--- src/rtl/irq_dual_pkg.sv ---
package irq_dual_pkg;

    localparam int ADDR_W = 3;
    localparam int GRP_BIT = 2;

    typedef enum logic [1:0] {
        FN_RAW    = 2'd0,
        FN_MASKED = 2'd1,
        FN_SET    = 2'd2,
        FN_RST    = 2'd3
    } reg_fn_e;

    localparam logic GRP_PIN = 1'b0;
    localparam logic GRP_CNT = 1'b1;

endpackage

--- src/rtl/irq_raw_bank.sv ---
module irq_raw_bank #(
    parameter int W      = 8,
    parameter int N_HOST = 2
) (
    input  logic                        clk_i,
    input  logic                        rst_ni,
    input  logic [W-1:0]                evt_i,
    input  logic [N_HOST-1:0][W-1:0]    clr_i,
    output logic [W-1:0]                raw_o
);

    typedef struct packed {
        logic [W-1:0] raw;
    } raw_state_t;

    raw_state_t st_d, st_q;
    logic [W-1:0] clr_any;

    always_comb begin
        clr_any = '0;
        for (int h = 0; h < N_HOST; h++) begin
            clr_any = clr_any | clr_i[h];
        end
        st_d = st_q;
        // hardware event applied after the clear so it wins a collision
        st_d.raw = (st_q.raw & ~clr_any) | evt_i;
    end

    always_ff @(posedge clk_i or negedge rst_ni) begin
        if (!rst_ni) begin
            st_q <= '0;
        end else begin
            st_q <= st_d;
        end
    end

    assign raw_o = st_q.raw;

endmodule

--- src/rtl/irq_mask_bank.sv ---
module irq_mask_bank #(
    parameter int W = 8
) (
    input  logic         clk_i,
    input  logic         rst_ni,
    input  logic [W-1:0] set_i,
    input  logic [W-1:0] rst_i,
    output logic [W-1:0] mask_o
);

    typedef struct packed {
        logic [W-1:0] mask;
    } mask_state_t;

    mask_state_t st_d, st_q;

    always_comb begin
        st_d = st_q;
        st_d.mask = (st_q.mask | set_i) & ~rst_i;
    end

    always_ff @(posedge clk_i or negedge rst_ni) begin
        if (!rst_ni) begin
            st_q <= '0;
        end else begin
            st_q <= st_d;
        end
    end

    assign mask_o = st_q.mask;

endmodule

--- src/rtl/irq_host_port.sv ---
module irq_host_port
    import irq_dual_pkg::*;
#(
    parameter int N_PIN = 8,
    parameter int N_CNT = 3,
    parameter int REG_W = 8
) (
    input  logic              we_i,
    input  logic [ADDR_W-1:0] addr_i,
    input  logic [REG_W-1:0]  wdata_i,
    input  logic [N_PIN-1:0]  pin_raw_i,
    input  logic [N_CNT-1:0]  cnt_raw_i,
    input  logic [N_PIN-1:0]  pin_mask_i,
    input  logic [N_CNT-1:0]  cnt_mask_i,
    output logic [N_PIN-1:0]  pin_clr_o,
    output logic [N_PIN-1:0]  pin_set_o,
    output logic [N_PIN-1:0]  pin_rst_o,
    output logic [N_CNT-1:0]  cnt_clr_o,
    output logic [N_CNT-1:0]  cnt_set_o,
    output logic [N_CNT-1:0]  cnt_rst_o,
    output logic [REG_W-1:0]  rdata_o,
    output logic              irq_o
);

    logic    grp;
    reg_fn_e fn;
    logic [N_PIN-1:0] pin_w;
    logic [N_CNT-1:0] cnt_w;

    assign grp   = addr_i[GRP_BIT];
    assign fn    = reg_fn_e'(addr_i[1:0]);
    assign pin_w = wdata_i[N_PIN-1:0];
    assign cnt_w = wdata_i[N_CNT-1:0];

    // write decode: the masked view is read-only
    always_comb begin
        pin_clr_o = '0;
        pin_set_o = '0;
        pin_rst_o = '0;
        cnt_clr_o = '0;
        cnt_set_o = '0;
        cnt_rst_o = '0;
        if (we_i) begin
            if (grp == GRP_PIN) begin
                case (fn)
                    FN_RAW:  pin_clr_o = pin_w;
                    FN_SET:  pin_set_o = pin_w;
                    FN_RST:  pin_rst_o = pin_w;
                    default: ;
                endcase
            end else begin
                case (fn)
                    FN_RAW:  cnt_clr_o = cnt_w;
                    FN_SET:  cnt_set_o = cnt_w;
                    FN_RST:  cnt_rst_o = cnt_w;
                    default: ;
                endcase
            end
        end
    end

    // read mux
    always_comb begin
        rdata_o = '0;
        if (grp == GRP_PIN) begin
            case (fn)
                FN_RAW:    rdata_o[N_PIN-1:0] = pin_raw_i;
                FN_MASKED: rdata_o[N_PIN-1:0] = pin_raw_i & pin_mask_i;
                default:   rdata_o[N_PIN-1:0] = pin_mask_i;
            endcase
        end else begin
            case (fn)
                FN_RAW:    rdata_o[N_CNT-1:0] = cnt_raw_i;
                FN_MASKED: rdata_o[N_CNT-1:0] = cnt_raw_i & cnt_mask_i;
                default:   rdata_o[N_CNT-1:0] = cnt_mask_i;
            endcase
        end
    end

    assign irq_o = (|(pin_raw_i & pin_mask_i)) | (|(cnt_raw_i & cnt_mask_i));

endmodule

--- src/rtl/irq_dual_host.sv ---
module irq_dual_host
    import irq_dual_pkg::*;
#(
    parameter int N_PIN  = 8,
    parameter int N_CNT  = 3,
    parameter int N_HOST = 2,
    parameter int REG_W  = (N_PIN > N_CNT) ? N_PIN : N_CNT
) (
    input  logic                            clk_i,
    input  logic                            rst_ni,
    input  logic [N_PIN-1:0]                pin_evt_i,
    input  logic [N_CNT-1:0]                cnt_evt_i,
    input  logic [N_HOST-1:0]               host_we_i,
    input  logic [N_HOST-1:0][ADDR_W-1:0]   host_addr_i,
    input  logic [N_HOST-1:0][REG_W-1:0]    host_wdata_i,
    output logic [N_HOST-1:0][REG_W-1:0]    host_rdata_o,
    output logic [N_HOST-1:0]               host_irq_o
);

    logic [N_PIN-1:0]               pin_raw;
    logic [N_CNT-1:0]               cnt_raw;
    logic [N_HOST-1:0][N_PIN-1:0]   pin_mask;
    logic [N_HOST-1:0][N_CNT-1:0]   cnt_mask;
    logic [N_HOST-1:0][N_PIN-1:0]   pin_clr;
    logic [N_HOST-1:0][N_PIN-1:0]   pin_set;
    logic [N_HOST-1:0][N_PIN-1:0]   pin_rst;
    logic [N_HOST-1:0][N_CNT-1:0]   cnt_clr;
    logic [N_HOST-1:0][N_CNT-1:0]   cnt_set;
    logic [N_HOST-1:0][N_CNT-1:0]   cnt_rst;

    irq_raw_bank #(.W(N_PIN), .N_HOST(N_HOST)) u_pin_raw (
        .clk_i  (clk_i),
        .rst_ni (rst_ni),
        .evt_i  (pin_evt_i),
        .clr_i  (pin_clr),
        .raw_o  (pin_raw)
    );

    irq_raw_bank #(.W(N_CNT), .N_HOST(N_HOST)) u_cnt_raw (
        .clk_i  (clk_i),
        .rst_ni (rst_ni),
        .evt_i  (cnt_evt_i),
        .clr_i  (cnt_clr),
        .raw_o  (cnt_raw)
    );

    for (genvar h = 0; h < N_HOST; h++) begin : g_host
        irq_mask_bank #(.W(N_PIN)) u_pin_mask (
            .clk_i  (clk_i),
            .rst_ni (rst_ni),
            .set_i  (pin_set[h]),
            .rst_i  (pin_rst[h]),
            .mask_o (pin_mask[h])
        );

        irq_mask_bank #(.W(N_CNT)) u_cnt_mask (
            .clk_i  (clk_i),
            .rst_ni (rst_ni),
            .set_i  (cnt_set[h]),
            .rst_i  (cnt_rst[h]),
            .mask_o (cnt_mask[h])
        );

        irq_host_port #(.N_PIN(N_PIN), .N_CNT(N_CNT), .REG_W(REG_W)) u_port (
            .we_i       (host_we_i[h]),
            .addr_i     (host_addr_i[h]),
            .wdata_i    (host_wdata_i[h]),
            .pin_raw_i  (pin_raw),
            .cnt_raw_i  (cnt_raw),
            .pin_mask_i (pin_mask[h]),
            .cnt_mask_i (cnt_mask[h]),
            .pin_clr_o  (pin_clr[h]),
            .pin_set_o  (pin_set[h]),
            .pin_rst_o  (pin_rst[h]),
            .cnt_clr_o  (cnt_clr[h]),
            .cnt_set_o  (cnt_set[h]),
            .cnt_rst_o  (cnt_rst[h]),
            .rdata_o    (host_rdata_o[h]),
            .irq_o      (host_irq_o[h])
        );
    end

endmodule

--- config.mk ---
export PLATFORM = sky130hd
export DESIGN_NAME = irq_dual_host
export DESIGN_NICKNAME = d
export VERILOG_FILES = /design/src/rtl/irq_dual_pkg.sv /design/src/rtl/irq_raw_bank.sv /design/src/rtl/irq_mask_bank.sv /design/src/rtl/irq_host_port.sv /design/src/rtl/irq_dual_host.sv
export SDC_FILE = /design/constraint.sdc
export NUM_CORES = 1
export LEC_CHECK = 0
export ABC_AREA = 0
export BUFFER_PORTS_ARGS = -buffer_cell sky130_fd_sc_hd__buf_2
export CAP_MARGIN = 5
export CELL_PAD_IN_SITES_DETAIL_PLACEMENT = 0
export CELL_PAD_IN_SITES_GLOBAL_PLACEMENT = 2
export CORE_UTILIZATION = 31
export CTS_BUF_LIST = sky130_fd_sc_hd__clkbuf_4
export CTS_CLUSTER_SIZE = 20
export DETAILED_ROUTE_END_ITERATION = 10
export GPL_TIMING_DRIVEN = 0
export PLACE_DENSITY_LB_ADDON = 0.05
export REMOVE_ABC_BUFFERS = 1
export SETUP_SLACK_MARGIN = 0.02
export SYNTH_ARGS = -nofsm -noshare
export SYNTH_HDL_FRONTEND = slang
export SYNTH_SLANG_ARGS = --single-unit
--- constraint.sdc ---
create_clock -name clk_i -period 2.13 [get_ports clk_i]
set_clock_uncertainty 0.1 [all_clocks]
set_input_delay 0.426 -clock clk_i [delete_from_list [all_inputs] [get_ports clk_i]]
set_output_delay 0.426 -clock clk_i [all_outputs]
set_load 0.01 [all_outputs]
==> metrics.csv <==
stage,metric,value,unit
outcome,outcome,completed,
synthesis,synth_fa_ha_area_frac,0,
power_and_ir_drop,p_total,1580,µW
critical_path,crit_path_max_incr_delay,0.44,ns
critical_path,startpoint_type,flip-flop,
clocking,h-tree-depth,2,
sta,maxSlewViolCount,0,
drt,num_vias,1759,
synthesis,synthSimpleGateAreaFrac,0.174,
synthesis,synth_top_area_frac,0.455,
power_and_ir_drop,vdd_drop_max,0.326,mV
grt,overflow,0,
synthesis,ys_types,22,
sta,tns,0,ns
clocking,clockBufferDepth,2,
placement,dpl.hpwl,4.02,mm
floorplanning,std_cell_rows,27,
drt,drt_iter0_markers,73,
critical_path,r2r_cells,2,
synthesis,ys_warn_count,0,
placement,port_buffers,54,
synthesis,seq_area_frac_synth,0.455,
worst_hold_path,hp-class,input port to asynchronous set/reset pin,
clocking,cts_tree,done,
power_and_ir_drop,power.leakage,0.00104,µW
floorplanning,num_io_pins,55,
critical_path,required,1.60,ns
sta,rsz0062_at_grt,true,
sta,slew-limit-headroom,0.462,
clocking,clk_pin_slew,0.12,ns
synthesis,synth_cells,199,
sta,finalHoldViolations,0,
synthesis,synth_top_family_by_area,compound AO/OA/AOI/OAI gates,
floorplanning,die_x,78.5,µm
drt,wl_per_cell,17.0,µm
critical_path,path_cells,buf_4 -> a221oi_2 -> and3_1 -> nand2_1 -> buf_2,
sta,min_period,2.12,ns
synthesis,synth-compound-area-share,0.258,
synthesis,muxShareOfSynthArea,0.0606,
critical_path,rrSetupSlack,1.18,ns
drt,vias_per_cell,5.36,
sta,max_freq,471,MHz
floorplanning,initial_core_util,0.326,
sta,whs,0.0558,ns
grt,track_usage,0.190,
grt,grt_first_pass_wirelength,8.93,mm
synthesis,ys_ff_latch,33,
synthesis,syn_area,1820,µm²
floorplanning,die_y,78.5,µm
clocking,cts-root-buf,clkbuf_4,
finish,layout-drive-gt1-share,0.309,
clocking,clk_latency,0.33,ns
synthesis,synthTopCellsByArea,"dfrtp_1 45%, a22oi_1 6.2%, mux2i_1 6.1%",
power_and_ir_drop,power_density,701,nW/µm²
clocking,numCtsBuffers,5,
flow_run,cap_violations,0,
clocking,cts_sinks,33,
critical_path,worst_path_max_delay_cell,dfrtp_2,
finish,final_area,2250,µm²
finish,diodes,0,
sta,period_share,0.996,
placement,numPlacedInstances,314,
finish,fill_cells,626,
synthesis,avgSynthCellArea,9.12,µm²
critical_path,crit-reg2reg-launch,u_pin_raw.raw_o[0],
sta,setup_violations,0,
finish,nNetsFinal,292,
critical_path,crit_path_end_kind,output pin,
floorplanning,design.die.area,6170,µm²
drt,drtAntennaViolNets,0,
drt,firstDrtPassIters,4,
synthesis,synth_top_area_cell,dfrtp_1,
finish,fin_cells,328,
drt,wl,5.59,mm
drt,remaining_drc_errors,0,
synthesis,synth-xor-area-share,0,
floorplanning,core_area,5570,µm²
placement,place.gp.congestion,0.705,
critical_path,path_class,flip-flop to output pin,
grt,grt_pass1_vias,1648,
critical_path,worst-endpoint-arrival,1.60,ns
finish,area_delta_synth_final,24.2,%
sta,worst_pin_slew,0.807,ns
critical_path,worstPathMaxFanout,3,
critical_path,timing.rr.end,u_pin_raw.raw_o[0],
grt,grt_max_degree,34,
placement,placed_area,2120,µm²
grt,antenna_found_initial,0,
[placed cells by master (no fill, tap or decap), types with 3 or more instances in the layout]
master | netlist | final
dfrtp_2 | 0 | 3
and3_1 | 6 | 6
buf_4 | 2 | 6
o221ai_1 | 6 | 6
a22oi_1 | 15 | 15
a21oi_1 | 7 | 7
inv_1 | 11 | 11
o21ai_0 | 10 | 10
nor2_1 | 22 | 20
dfrtp_1 | 33 | 30
buf_2 | 3 | 54
o22ai_1 | 6 | 6
nor3_1 | 10 | 10
nand2_1 | 23 | 23
mux2i_1 | 11 | 11
clkbuf_4 | 0 | 6
a31oi_1 | 7 | 7
a21o_1 | 11 | 11
[registers in the layout, summed over array words and instances, names as in the netlist]
| signal | count |
|---|---|
| g_host.u_cnt_mask.mask_o | 6 |
| g_host.u_pin_mask.mask_o | 16 |
| u_cnt_raw.raw_o | 3 |
| u_pin_raw.raw_o | 8 |
[power by group]
part           internal [µW]  switching (µW)  total [µW]
sequential               722            89.0         811
clock                    139             233         372
combinational            186             212         398
total                   1050             534        1580
[critical path: cells and delay by family (launching register included)]
family / cells / cell delay [ns]
AOI/OAI and AO/OA: 1 / 0.29
DFF: 1 / 0.44
buffers and inverters: 2 / 0.30
and+or+nand+nor: 2 / 0.23
[synthesized netlist by cell type, drive strengths merged]
master   n
a31oi    7
inv     11
a221oi   2
nand2   23
nor2    24
a21oi    7
mux2i   11
dfrtp   33
a222oi   2
clkbuf   6
o22ai    6
o221ai   6
and3     6
buf      5
nor4b    2
a22o     2
a22oi   15
nor3    10
o21ai   10
a21o    11
[routing by layer]
metal  vias up  global-route usage  share of wire
met5         -                   0              0
met4         0              0.0519          0.012
met3         6              0.0442          0.050
met2        52               0.282           0.45
met1       852               0.274           0.49
li1        849                   -              -
[repair_timing]
item,in CTS,in global routing
pin swaps,4,0
buffers inserted,6,0
gates resized for setup,8,1
endpoints found under the hold margin,0,0
endpoints found under the setup margin,18,10
hold buffers,0,0
[worst max-delay path by stage]
stage,endpoint,from
final,host_irq_o[1],u_cnt_raw.raw_o[1]
after CTS,host_irq_o[0],u_cnt_raw.raw_o[2]
after global placement,host_rdata_o[8],host_addr_i[3]
after global routing,host_irq_o[0],u_cnt_raw.raw_o[2]
after floorplan,host_rdata_o[10],host_addr_i[3]
after detailed placement,host_rdata_o[8],host_addr_i[3]
[cell families after synthesis]
family | after synthesis
simple gates | 65
mux | 11
compound gates | 68
buf+inv | 22
flops | 33
[per-stage QoR]
step | setup slack [ns] | utilization
after floorplan | 0.322 | -
after global placement | -0.293 | 0.381
after detailed placement | -0.255 | 0.381
after CTS | 0.00135 | 0.404
after global routing | -0.0582 | 0.404
final | 0.00792 | 0.404
[cell type report]
cell class	count	area, µm²	area share
timing repair buffer	60	315	0.140
tap	72	90.1	0.0400
inverter	11	41.3	0.0183
sequential	33	830	0.368
multi-input combinational	144	923	0.410
clock inverter	2	10.0	0.00444
clock buffer	6	45.0	0.0200
Note: power is estimated with default switching activity, not from simulation.
